### config.mk
export PLATFORM = sky130hd
export DESIGN_NAME = vdma_engine
export DESIGN_NICKNAME = d
export VERILOG_FILES = /design/src/rtl/vdma_pkg.sv /design/src/rtl/vdma_pump.sv /design/src/rtl/vdma_regs.sv /design/src/rtl/vdma_ctl.sv /design/src/rtl/vdma_engine.sv
export SDC_FILE = /design/constraint.sdc
export NUM_CORES = 1
export LEC_CHECK = 0
export ABC_AREA = 1
export BUFFER_PORTS_ARGS = -buffer_cell sky130_fd_sc_hd__buf_2
export CORE_MARGIN = 8
export CORE_UTILIZATION = 46
export DETAILED_ROUTE_END_ITERATION = 8
export MAX_ROUTING_LAYER = met4
export PLACE_DENSITY = 0.65
export SETUP_SLACK_MARGIN = 0.1
export SLEW_MARGIN = 20
export SYNTH_ARGS = -nofsm -noshare
export SYNTH_HDL_FRONTEND = slang
export SYNTH_SLANG_ARGS = --single-unit
### constraint.sdc
create_clock -name clk -period 2.16 [get_ports clk]
set_clock_uncertainty 0.1 [all_clocks]
set_input_delay 0.432 -clock clk [delete_from_list [all_inputs] [get_ports clk]]
set_output_delay 0.432 -clock clk [all_outputs]
set_load 0.005 [all_outputs]
### src/rtl/vdma_pkg.sv
package vdma_pkg;
  localparam int ADDR_W = 16;
  localparam int BYTE_W = 8;
  localparam int LEN_W  = 7;

  localparam logic [2:0] SEL_SRC_HI = 3'd0;
  localparam logic [2:0] SEL_SRC_LO = 3'd1;
  localparam logic [2:0] SEL_DST_HI = 3'd2;
  localparam logic [2:0] SEL_DST_LO = 3'd3;
  localparam logic [2:0] SEL_CTRL   = 3'd4;

  typedef enum logic [1:0] {
    PH_IDLE  = 2'd0,
    PH_READ  = 2'd1,
    PH_WRITE = 2'd2
  } phase_t;
endpackage

### src/rtl/vdma_pump.sv
module vdma_pump
  import vdma_pkg::*;
#(
  parameter int BLK_LG  = 4,
  parameter int VRAM_LG = 13,
  parameter int CNT_W   = LEN_W + BLK_LG + 1
) (
  input  logic              clk,
  input  logic              rst,
  input  logic              go,
  input  logic [ADDR_W-1:0] go_src,
  input  logic [ADDR_W-1:0] go_dst,
  input  logic [CNT_W-1:0]  go_len,
  input  logic [BYTE_W-1:0] rd_data,
  output logic              rd_req,
  output logic [ADDR_W-1:0] rd_addr,
  output logic              wr_req,
  output logic [ADDR_W-1:0] wr_addr,
  output logic [BYTE_W-1:0] wr_data,
  output logic              busy,
  output logic              blk_done,
  output logic              all_done,
  output logic [ADDR_W-1:0] next_src,
  output logic [ADDR_W-1:0] next_dst
);
  phase_t            ph_q;
  logic [ADDR_W-1:0] src_q, dst_q;
  logic [CNT_W-1:0]  left_q;
  logic [BYTE_W-1:0] byte_q;
  logic              blk_q, fin_q;

  always_ff @(posedge clk) begin
    if (rst) begin
      ph_q   <= PH_IDLE;
      src_q  <= '0;
      dst_q  <= '0;
      left_q <= '0;
      byte_q <= '0;
      blk_q  <= 1'b0;
      fin_q  <= 1'b0;
    end else begin
      blk_q <= 1'b0;
      fin_q <= 1'b0;
      case (ph_q)
        PH_IDLE: begin
          if (go) begin
            ph_q   <= PH_READ;
            src_q  <= go_src;
            dst_q  <= go_dst;
            left_q <= go_len;
          end
        end
        PH_READ: begin
          byte_q <= rd_data;
          src_q  <= src_q + 1'b1;
          ph_q   <= PH_WRITE;
        end
        PH_WRITE: begin
          dst_q  <= {dst_q[ADDR_W-1:VRAM_LG], dst_q[VRAM_LG-1:0] + 1'b1};
          left_q <= left_q - 1'b1;
          if (left_q[BLK_LG-1:0] == BLK_LG'(1)) blk_q <= 1'b1;
          if (left_q == CNT_W'(1)) begin
            ph_q  <= PH_IDLE;
            fin_q <= 1'b1;
          end else begin
            ph_q <= PH_READ;
          end
        end
        default: ph_q <= PH_IDLE;
      endcase
    end
  end

  assign rd_req   = (ph_q == PH_READ);
  assign wr_req   = (ph_q == PH_WRITE);
  assign rd_addr  = src_q;
  assign wr_addr  = dst_q;
  assign wr_data  = byte_q;
  assign busy     = (ph_q != PH_IDLE);
  assign blk_done = blk_q;
  assign all_done = fin_q;
  assign next_src = src_q;
  assign next_dst = dst_q;
endmodule

### src/rtl/vdma_regs.sv
module vdma_regs
  import vdma_pkg::*;
(
  input  logic              clk,
  input  logic              rst,
  input  logic              we,
  input  logic [2:0]        sel,
  input  logic [BYTE_W-1:0] wdata,
  input  logic              lock,
  input  logic              wb,
  input  logic [ADDR_W-1:0] wb_src,
  input  logic [ADDR_W-1:0] wb_dst,
  input  logic [BYTE_W-1:0] status,
  output logic [BYTE_W-1:0] rdata,
  output logic [ADDR_W-1:0] src_raw,
  output logic [ADDR_W-1:0] dst_raw
);
  localparam int NPTR = 4;

  logic [BYTE_W-1:0] ptr_q  [NPTR];
  logic [BYTE_W-1:0] wb_byte[NPTR];

  assign wb_byte[0] = wb_src[ADDR_W-1:BYTE_W];
  assign wb_byte[1] = wb_src[BYTE_W-1:0];
  assign wb_byte[2] = wb_dst[ADDR_W-1:BYTE_W];
  assign wb_byte[3] = wb_dst[BYTE_W-1:0];

  for (genvar i = 0; i < NPTR; i++) begin : g_ptr
    always_ff @(posedge clk) begin
      if (rst) begin
        ptr_q[i] <= '0;
      end else if (wb) begin
        ptr_q[i] <= wb_byte[i];
      end else if (we && !lock && sel == 3'(i)) begin
        ptr_q[i] <= wdata;
      end
    end
  end

  assign src_raw = {ptr_q[0], ptr_q[1]};
  assign dst_raw = {ptr_q[2], ptr_q[3]};

  always_comb begin
    case (sel)
      SEL_SRC_HI: rdata = ptr_q[0];
      SEL_SRC_LO: rdata = ptr_q[1];
      SEL_DST_HI: rdata = ptr_q[2];
      SEL_DST_LO: rdata = ptr_q[3];
      SEL_CTRL:   rdata = status;
      default:    rdata = '1;
    endcase
  end
endmodule

### src/rtl/vdma_ctl.sv
module vdma_ctl
  import vdma_pkg::*;
#(
  parameter int BLK_LG  = 4,
  parameter int VRAM_LG = 13,
  parameter int CNT_W   = LEN_W + BLK_LG + 1
) (
  input  logic              clk,
  input  logic              rst,
  input  logic              we,
  input  logic [2:0]        sel,
  input  logic [BYTE_W-1:0] wdata,
  input  logic              lcd_on,
  input  logic              vid_hblank,
  input  logic              hblank_start,
  input  logic [ADDR_W-1:0] src_raw,
  input  logic [ADDR_W-1:0] dst_raw,
  input  logic              pump_busy,
  input  logic              blk_done,
  input  logic              all_done,
  output logic              go,
  output logic [ADDR_W-1:0] go_src,
  output logic [ADDR_W-1:0] go_dst,
  output logic [CNT_W-1:0]  go_len,
  output logic [BYTE_W-1:0] status,
  output logic              lock
);
  localparam int TAG_W = ADDR_W - VRAM_LG;
  localparam logic [TAG_W-1:0] VRAM_TAG = TAG_W'(1) << (TAG_W - 1);
  localparam logic [CNT_W-1:0] BLK_BYTES = CNT_W'(1) << BLK_LG;

  logic              hb_q, gen_q;
  logic [BYTE_W-1:0] st_q;
  logic              ctl_wr, src_bad;

  assign go_src  = {src_raw[ADDR_W-1:BLK_LG], {BLK_LG{1'b0}}};
  assign go_dst  = {VRAM_TAG, dst_raw[VRAM_LG-1:BLK_LG], {BLK_LG{1'b0}}};
  assign src_bad = (go_src[ADDR_W-1:VRAM_LG] == VRAM_TAG);
  assign lock    = pump_busy | gen_q | blk_done;
  assign ctl_wr  = we && (sel == SEL_CTRL) && !lock;
  assign status  = st_q;

  always_comb begin
    go     = 1'b0;
    go_len = BLK_BYTES;
    if (ctl_wr) begin
      if (!src_bad) begin
        if (wdata[BYTE_W-1]) begin
          go = lcd_on && vid_hblank;
        end else if (!hb_q) begin
          go     = 1'b1;
          go_len = (CNT_W'(wdata[LEN_W-1:0]) + CNT_W'(1)) << BLK_LG;
        end
      end
    end else if (hb_q && lcd_on && hblank_start && !lock) begin
      go = 1'b1;
    end
  end

  always_ff @(posedge clk) begin
    if (rst) begin
      hb_q  <= 1'b0;
      gen_q <= 1'b0;
      st_q  <= '1;
    end else if (ctl_wr) begin
      if (src_bad) begin
        st_q <= wdata | 8'h80;
        hb_q <= 1'b0;
      end else if (wdata[BYTE_W-1]) begin
        if (!lcd_on) begin
          st_q <= {1'b1, wdata[LEN_W-1:0] + 7'd1};
          hb_q <= 1'b0;
        end else begin
          st_q <= {1'b0, wdata[LEN_W-1:0]};
          hb_q <= 1'b1;
        end
      end else if (hb_q) begin
        hb_q <= 1'b0;
        st_q <= {1'b1, st_q[LEN_W-1:0]};
      end else begin
        gen_q <= 1'b1;
        st_q  <= {1'b0, wdata[LEN_W-1:0]};
      end
    end else if (blk_done) begin
      if (gen_q) begin
        if (all_done) begin
          gen_q <= 1'b0;
          st_q  <= '1;
        end
      end else if (hb_q) begin
        st_q <= st_q - 1'b1;
        if (st_q == '0) hb_q <= 1'b0;
      end
    end
  end
endmodule

### src/rtl/vdma_engine.sv
module vdma_engine
  import vdma_pkg::*;
#(
  parameter int BLK_LG  = 4,
  parameter int VRAM_LG = 13
) (
  input  logic        clk,
  input  logic        rst,
  input  logic        cfg_we,
  input  logic [2:0]  cfg_sel,
  input  logic [7:0]  cfg_wdata,
  output logic [7:0]  cfg_rdata,
  input  logic        lcd_on,
  input  logic        vid_hblank,
  input  logic        hblank_start,
  output logic        mem_rd_req,
  output logic [15:0] mem_rd_addr,
  input  logic [7:0]  mem_rd_data,
  output logic        mem_wr_req,
  output logic [15:0] mem_wr_addr,
  output logic [7:0]  mem_wr_data,
  output logic        cpu_stall
);
  localparam int CNT_W = LEN_W + BLK_LG + 1;

  logic              go, lock, pump_busy, blk_done, all_done;
  logic [ADDR_W-1:0] go_src, go_dst, src_raw, dst_raw, next_src, next_dst;
  logic [CNT_W-1:0]  go_len;
  logic [BYTE_W-1:0] status;

  vdma_regs u_regs (
    .clk(clk), .rst(rst), .we(cfg_we), .sel(cfg_sel), .wdata(cfg_wdata),
    .lock(lock), .wb(blk_done), .wb_src(next_src), .wb_dst(next_dst),
    .status(status), .rdata(cfg_rdata), .src_raw(src_raw), .dst_raw(dst_raw)
  );

  vdma_ctl #(.BLK_LG(BLK_LG), .VRAM_LG(VRAM_LG), .CNT_W(CNT_W)) u_ctl (
    .clk(clk), .rst(rst), .we(cfg_we), .sel(cfg_sel), .wdata(cfg_wdata),
    .lcd_on(lcd_on), .vid_hblank(vid_hblank), .hblank_start(hblank_start),
    .src_raw(src_raw), .dst_raw(dst_raw), .pump_busy(pump_busy),
    .blk_done(blk_done), .all_done(all_done), .go(go), .go_src(go_src),
    .go_dst(go_dst), .go_len(go_len), .status(status), .lock(lock)
  );

  vdma_pump #(.BLK_LG(BLK_LG), .VRAM_LG(VRAM_LG), .CNT_W(CNT_W)) u_pump (
    .clk(clk), .rst(rst), .go(go), .go_src(go_src), .go_dst(go_dst),
    .go_len(go_len), .rd_data(mem_rd_data), .rd_req(mem_rd_req),
    .rd_addr(mem_rd_addr), .wr_req(mem_wr_req), .wr_addr(mem_wr_addr),
    .wr_data(mem_wr_data), .busy(pump_busy), .blk_done(blk_done),
    .all_done(all_done), .next_src(next_src), .next_dst(next_dst)
  );

  assign cpu_stall = pump_busy;
endmodule

==> flow_summary_export.csv, run 1 <==
group,metric,value,unit
synth,synth_warnings,0,
floorplanning,core-area,12000,um^2
critical_path,crit_required,1.63,ns
detailed_routing,finalWirelength,18.0,mm
detailed_routing,drt_first_iter_violations,629,
worst_hold_path,hold_class,"in2reg",
synth,synth-edff-count,32,
finish,final_common_cell,"nand2_1",
global_route,grt_pass1_vias,5398,
timing,period_share,0.931,
critical_path,start_kind,"input port",
detailed_routing,vias_per_cell,5.60,
finish,multi_input_area,2980,um^2
global_route,grt_max_degree,27,
finish,nFillCells,1204,
global_route,grt_pass1_wl,28.5,mm
outcome,run_status,"completed",
detailed_routing,drtAntennaViolNets,0,
clocking,cts.htree.levels,3,
power_and_ir_drop,p_leak,2.93,nW
synth,synth_area_leaders,"dfxtp_1, edfxtp_1, nand2_1, nand3_1, nor2_1",
detailed_routing,drc,0,
detailed_routing,vias,5938,
power_and_ir_drop,p_per_area,606,nW/um^2
synth,synthArstFlopShare,0,
synth,synth_top_area_frac,0.227,
detailed_routing,drt_pre_antenna_iters,5,
synth,synthesis.instances,820,
global_route,grt-ovfl-total,0,
detailed_routing,wl_per_cell,16.9,um
placement,dpl_cell_area,6260,um^2
timing,finalSetupViolations,0,
timing,report.final.slew_viol_count,0,
placement,gp_congestion,0.955,
floorplanning,num_rows,40,
global_route,antenna_found_initial,0,
finish,layout-drive-gt1-share,0.163,
critical_path,cp_data_arrival_time,1.48,ns
critical_path,crit_chain,"buf_2 > nor2_4 > inv_1 > nor2_4 > buf_4 > a221oi_2 > nand2_1 > buf_2",
clocking,cts.hold.buffers_added,0,
clocking,cts_buffer_depth,2,
critical_path,crit_slowest_cell,"a221oi_2",
clocking,cts-buffers-inserted,9,
finish,syn2layout_area_growth,17.6,%
timing,finalSetupTns,0,ns
timing,period_minus_slack,2.01,ns
clocking,insertion_delay,0.36,ns
power_and_ir_drop,ir_drop,367,uV
finish,stdcell_area,6650,um^2
synth,netlist-cell-type-count,43,
finish,layout.nets,941,
synth,synth_ff_type,"dfxtp_1",
timing,final_hold_viol_count,0,
floorplanning,die_w,127,um
finish,regArea,2240,um^2
run,maxCapViolCount,0,
floorplanning,pin_count,76,
timing,max_freq,497,MHz
clocking,tritoncts,"yes",
critical_path,end_kind,"primary output",
floorplanning,start_util,0.471,
placement,hpwlAfterDp,13.7,mm
synth,synth_area,5650,um^2
clocking,cts_root_buf,"clkbuf_16",
critical_path,crit_type,"in2out",
clocking,path_clk_slew,0.07,ns
critical_path,crit_fanout,7,
finish,final_cell_mix,"nand2_1, nor2_1, nand3_1, inv_1, buf_2",
global_route,track_usage,0.227,
timing,rsz0062_at_grt,"yes",
synth,yosysTopAreaCell,"dfxtp_1",
finish,diodes,0,
synth,synth.avg_cell_area,6.89,um^2
floorplanning,dieArea,16100,um^2
placement,portBuffers,73,
synth,synth_seq_cells,96,
floorplanning,die_y,127,um
clocking,cts.sinks,96,
critical_path,cpPeakStageDelay,0.26,ns
synth,ys_seq_area_frac,0.397,
[cells by family (layout without fill, tap and decap cells)]
family | Yosys count | in the layout | synth area share
AO/OA/AOI/OAI | 134 | 134 | 0.133
XOR/XNOR | 8 | 8 | 0.0124
adder cells (fa/ha/maj) | 7 | 7 | 0.0155
buffers and inverters | 112 | 205 | 0.0830
flip-flops | 96 | 96 | 0.397
other | 1 | 2 | 0.000663
AND/OR/NAND/NOR | 462 | 462 | 0.359
[critical path: cells and delay by family]
| family | cells | cell delay (ns) |
|---|---|---|
| buf+inv | 4 | 0.56 |
| compound gates | 1 | 0.26 |
| simple gates | 3 | 0.21 |
[cell type report]
type / instances / area share
well taps: 147 / 0.0277
multi-input cells: 613 / 0.448
repair buffers: 101 / 0.0931
flip-flops and latches: 96 / 0.337
clock inverters: 6 / 0.00753
clock buffers: 10 / 0.0359
inverters: 88 / 0.0506
[sequential cells by signal, summed over array words and instances (netlist names), 2 cells and up]
register and count:
u_pump.next_src 16, u_pump.ph_q 2, u_pump.next_dst 14, u_pump.wr_data 8, u_ctl.status 8, u_regs.ptr_q 32
u_pump.left_q 12
[report_power, final]
part	internal [mW]	switching [mW]	total, mW
Sequential	1.92	0.0544	1.97
Combinational	0.166	0.303	0.468
Clock	0.832	0.756	1.59
[cells in the mapped netlist (3+ instances only)]
cell / count
ha_1: 7
nor2_2: 3
buf_4: 4
nor2_1: 110
clkbuf_1: 9
nand4_1: 16
o21ai_1: 3
xor2_1: 6
nand3_1: 83
o22ai_1: 27
nor2_4: 4
a221oi_1: 4
a21oi_1: 42
dfxtp_1: 64
or2_2: 3
edfxtp_1: 32
nand2_1: 217
nand3_2: 5
o21ai_0: 47
buf_2: 5
o2111ai_1: 3
inv_2: 4
inv_1: 83
nor3_1: 12
buf_6: 3
[through the flow]
stage | total power [mW] | hold slack [ns] | cells | util | setup WS (ns)
after floorplan | 2.27 | 0.364 | 821 | - | 0.265
after global placement | 2.45 | 0.360 | 1040 | 0.522 | 0.107
after detailed placement | 2.46 | 0.368 | 1040 | 0.522 | 0.0467
after CTS | 4.03 | 0.225 | 1056 | 0.547 | 0.0889
after global routing | 4.17 | 0.235 | 1061 | 0.554 | 0.0645
final | 4.03 | 0.232 | 1061 | 0.554 | 0.150
[final timing paths]
path,start,to,slack (ns),cells after the start
worst max register to register,u_regs.ptr_q[0][6]$_DFFE_PP_,u_pump.next_src[6]$_SDFFE_PP0P_,0.26,9
worst min register to register,u_pump.wr_data[2]$_SDFFE_PP0P_,u_pump.wr_data[2]$_SDFFE_PP0P_,0.38,2
worst max-delay path,cfg_sel[1],cfg_rdata[3],0.15,8
worst min-delay path,mem_rd_data[2],u_pump.wr_data[2]$_SDFFE_PP0P_,0.23,3
[per-layer routing]
metal  part of all wire  global-route usage
met2               0.45               0.341
met1               0.46               0.308
met5                  0                   -
met4              0.015              0.0672
met3              0.074              0.0344
[what timing repair did]
item / CTS / global route
resized for setup: 3 / 10
pin swaps: 0 / 3
buffers inserted: 0 / 5
endpoints found under the setup margin: 3 / 8
Note: power is estimated with default switching activity, not from simulation.
==> run 2: changes to the inputs <==
--- a/config.mk
+++ b/config.mk
@@ -7,11 +7,13 @@
 export LEC_CHECK = 0
 export ABC_AREA = 1
 export BUFFER_PORTS_ARGS = -buffer_cell sky130_fd_sc_hd__buf_2
+export CELL_PAD_IN_SITES_DETAIL_PLACEMENT = 0
+export CELL_PAD_IN_SITES_GLOBAL_PLACEMENT = 1
 export CORE_MARGIN = 8
-export CORE_UTILIZATION = 46
+export CORE_UTILIZATION = 42
 export DETAILED_ROUTE_END_ITERATION = 8
 export MAX_ROUTING_LAYER = met4
-export PLACE_DENSITY = 0.65
+export PLACE_DENSITY = 0.8
 export SETUP_SLACK_MARGIN = 0.1
 export SLEW_MARGIN = 20
 export SYNTH_ARGS = -nofsm -noshare
==> run 2 against run 1 <==
Effect of this change:
- maximum frequency rose by 0.19%
- final area rose by 1.1%
- non-clock buffer count rose by 5
- global-route usage fell by 1.2 points
- sequential share of layout area fell by 0.38 points
- first-iteration DRC count rose by 7.3%
- total power rose by 2.6%
- final cell count rose by 3.2%
==> flow_summary_export.csv, run 2 (synthesis results as in run 1) <==
group,metric,value,unit
outcome,run_status,"completed",
detailed_routing,wl_per_cell,16.9,um
global_route,track_usage,0.215,
power_and_ir_drop,ir_drop,343,uV
detailed_routing,vias_per_cell,5.42,
finish,layout.nets,946,
global_route,grt_max_degree,27,
timing,period_share,0.929,
finish,layout-drive-gt1-share,0.166,
timing,period_minus_slack,2.01,ns
floorplanning,die_y,132,um
clocking,cts-buffers-inserted,9,
critical_path,reg2reg_slack,0.26,ns
critical_path,cpPeakStageDelay,0.27,ns
critical_path,rr_endpoint,"u_pump.next_src[6]$_SDFFE_PP0P_",
clocking,insertion_delay,0.35,ns
timing,finalSetupTns,0,ns
global_route,antenna_found_initial,0,
finish,final_cell_mix,"nand2_1, nor2_1, nand3_1, inv_1, buf_2",
critical_path,crit_type,"in2out",
floorplanning,dieArea,17400,um^2
finish,stdcell_count,1095,
finish,nFillCells,1384,
floorplanning,core-area,13200,um^2
critical_path,end_kind,"primary output",
critical_path,worstRegToRegCells,9,
critical_path,crit_slowest_cell,"a221oi_2",
finish,regArea,2240,um^2
clocking,tritoncts,"yes",
critical_path,crit_fanout,9,
global_route,grt_pass1_vias,5330,
detailed_routing,finalWirelength,18.6,mm
global_route,grt_pass1_wl,29.4,mm
placement,dp_cells,1072,
global_route,grt-ovfl-total,0,
finish,multi_input_area,2970,um^2
worst_hold_path,min_delay_path_depth,3,
floorplanning,num_rows,42,
detailed_routing,drt_pre_antenna_iters,7,
power_and_ir_drop,p_leak,2.96,nW
timing,finalSetupViolations,0,
detailed_routing,vias,5936,
power_and_ir_drop,p_per_area,615,nW/um^2
floorplanning,start_util,0.429,
placement,gp_congestion,0.887,
detailed_routing,drt_first_iter_violations,675,
worst_hold_path,hold_end,"u_pump.wr_data[4]$_SDFFE_PP0P_",
detailed_routing,drc,0,
clocking,cts.sinks,96,
clocking,path_clk_slew,0.07,ns
detailed_routing,drtAntennaViolNets,0,
floorplanning,die_w,132,um
global_route,use_met2,0.315,
clocking,cts.htree.levels,3,
finish,syn2layout_area_growth,19.0,%
timing,report.final.slew_viol_count,0,
critical_path,regToRegStartpoint,"u_regs.ptr_q[0][5]$_DFFE_PP_",
worst_hold_path,hold_class,"in2reg",
critical_path,cp_data_arrival_time,1.47,ns
clocking,cts_root_buf,"clkbuf_16",
critical_path,crit_required,1.63,ns
finish,diodes,0,
timing,rsz0062_at_grt,"yes",
finish,largest_register_ffs,32,
placement,portBuffers,73,
floorplanning,pin_count,76,
worst_hold_path,min-delay-start,"mem_rd_data[4]",
clocking,cts_buffer_depth,2,
finish,largest-register,"u_regs.ptr_q",
critical_path,crit_chain,"buf_2 > inv_1 > nor3_4 > buf_12 > buf_4 > a221oi_2 > nand2_1 > buf_2",
global_route,grt-busiest-layer,"met2",
global_route,grtUsageMet3,0.0324,
critical_path,critPathMostFrequentCell,"buf_2",
critical_path,start_kind,"input port",
timing,max_freq,498,MHz
timing,final_hold_viol_count,0,
global_route,use_met1,0.302,
finish,final_common_cell,"nand2_1",
run,maxCapViolCount,0,
placement,hpwlAfterDp,14.3,mm
## run 2: changes by cell type in the layout (fill, tap and decap cells not counted), sizes merged
cell,before,now
buf,101,106
clkbuf,10,12
inv,89,87
## run 2: metrics by stage
| step | hold WS (ns) | setup slack [ns] | utilization | power [mW] | cell area (um^2) |
|---|---|---|---|---|---|
| 2_1_floorplan | 0.364 | 0.265 | - | 2.27 | 5660 |
| 3_3_place_gp | 0.360 | 0.103 | 0.478 | 2.46 | 6310 |
| 3_5_place_dp | 0.367 | 0.0438 | 0.478 | 2.46 | 6310 |
| 4_1_cts | 0.227 | 0.103 | 0.504 | 4.15 | 6640 |
| 5_1_grt | 0.256 | 0.0626 | 0.510 | 4.28 | 6730 |
| 6_report | 0.234 | 0.154 | 0.510 | 4.13 | 6730 |
## run 2: how the worst max path moves through the flow
stage,startpoint,slack [ns],cells past startpoint,endpoint
2_1_floorplan,cfg_sel[2],0.27,4,u_regs.ptr_q[2][0]$_SDFFCE_PN0P_
3_3_place_gp,cfg_sel[1],0.10,9,cfg_rdata[2]
3_5_place_dp,cfg_sel[2],0.04,9,cfg_rdata[3]
4_1_cts,cfg_sel[2],0.10,9,cfg_rdata[3]
5_1_grt,cfg_sel[2],0.06,9,cfg_rdata[3]
6_report,cfg_sel[1],0.15,8,cfg_rdata[3]
## run 2: timing repair
item	4_1_cts	5_1_grt
endpoints found under the hold margin	0	0
endpoints found under the setup margin	4	12
pin swaps	0	2
hold buffers	0	0
buffers inserted	0	7
resized for setup	3	7
gates cloned	0	0
## run 2: cell type report
| cell class | count | area share |
|---|---|---|
| well taps | 176 | 0.0327 |
| repair buffers | 106 | 0.0952 |
| flip-flops and latches | 96 | 0.333 |
| inverters | 88 | 0.0497 |
| clock inverters | 4 | 0.00632 |
| multi-input cells | 613 | 0.441 |
| clock buffers | 12 | 0.0415 |
## run 2: layer usage
layer | vias up | routed length [um]
li1 | 2917 | -
met3 | 17 | 1290
met4 | 0 | 221
met5 | - | 0
met2 | 233 | 8260
met1 | 2769 | 8780
## run 2: critical path: cells and delay by family
| family | cells | cell delay, ns |
|---|---|---|
| AO/OA/AOI/OAI | 1 | 0.27 |
| buffers and inverters | 5 | 0.64 |
| AND/OR/NAND/NOR | 2 | 0.13 |
## run 2: report_power, final
| part | internal (mW) | switching, mW | leakage (nW) |
|---|---|---|---|
| Sequential | 1.92 | 0.0565 | 0.850 |
| Clock | 0.941 | 0.752 | 0.156 |
| Combinational | 0.164 | 0.302 | 1.96 |
| Total | 3.02 | 1.11 | 2.96 |
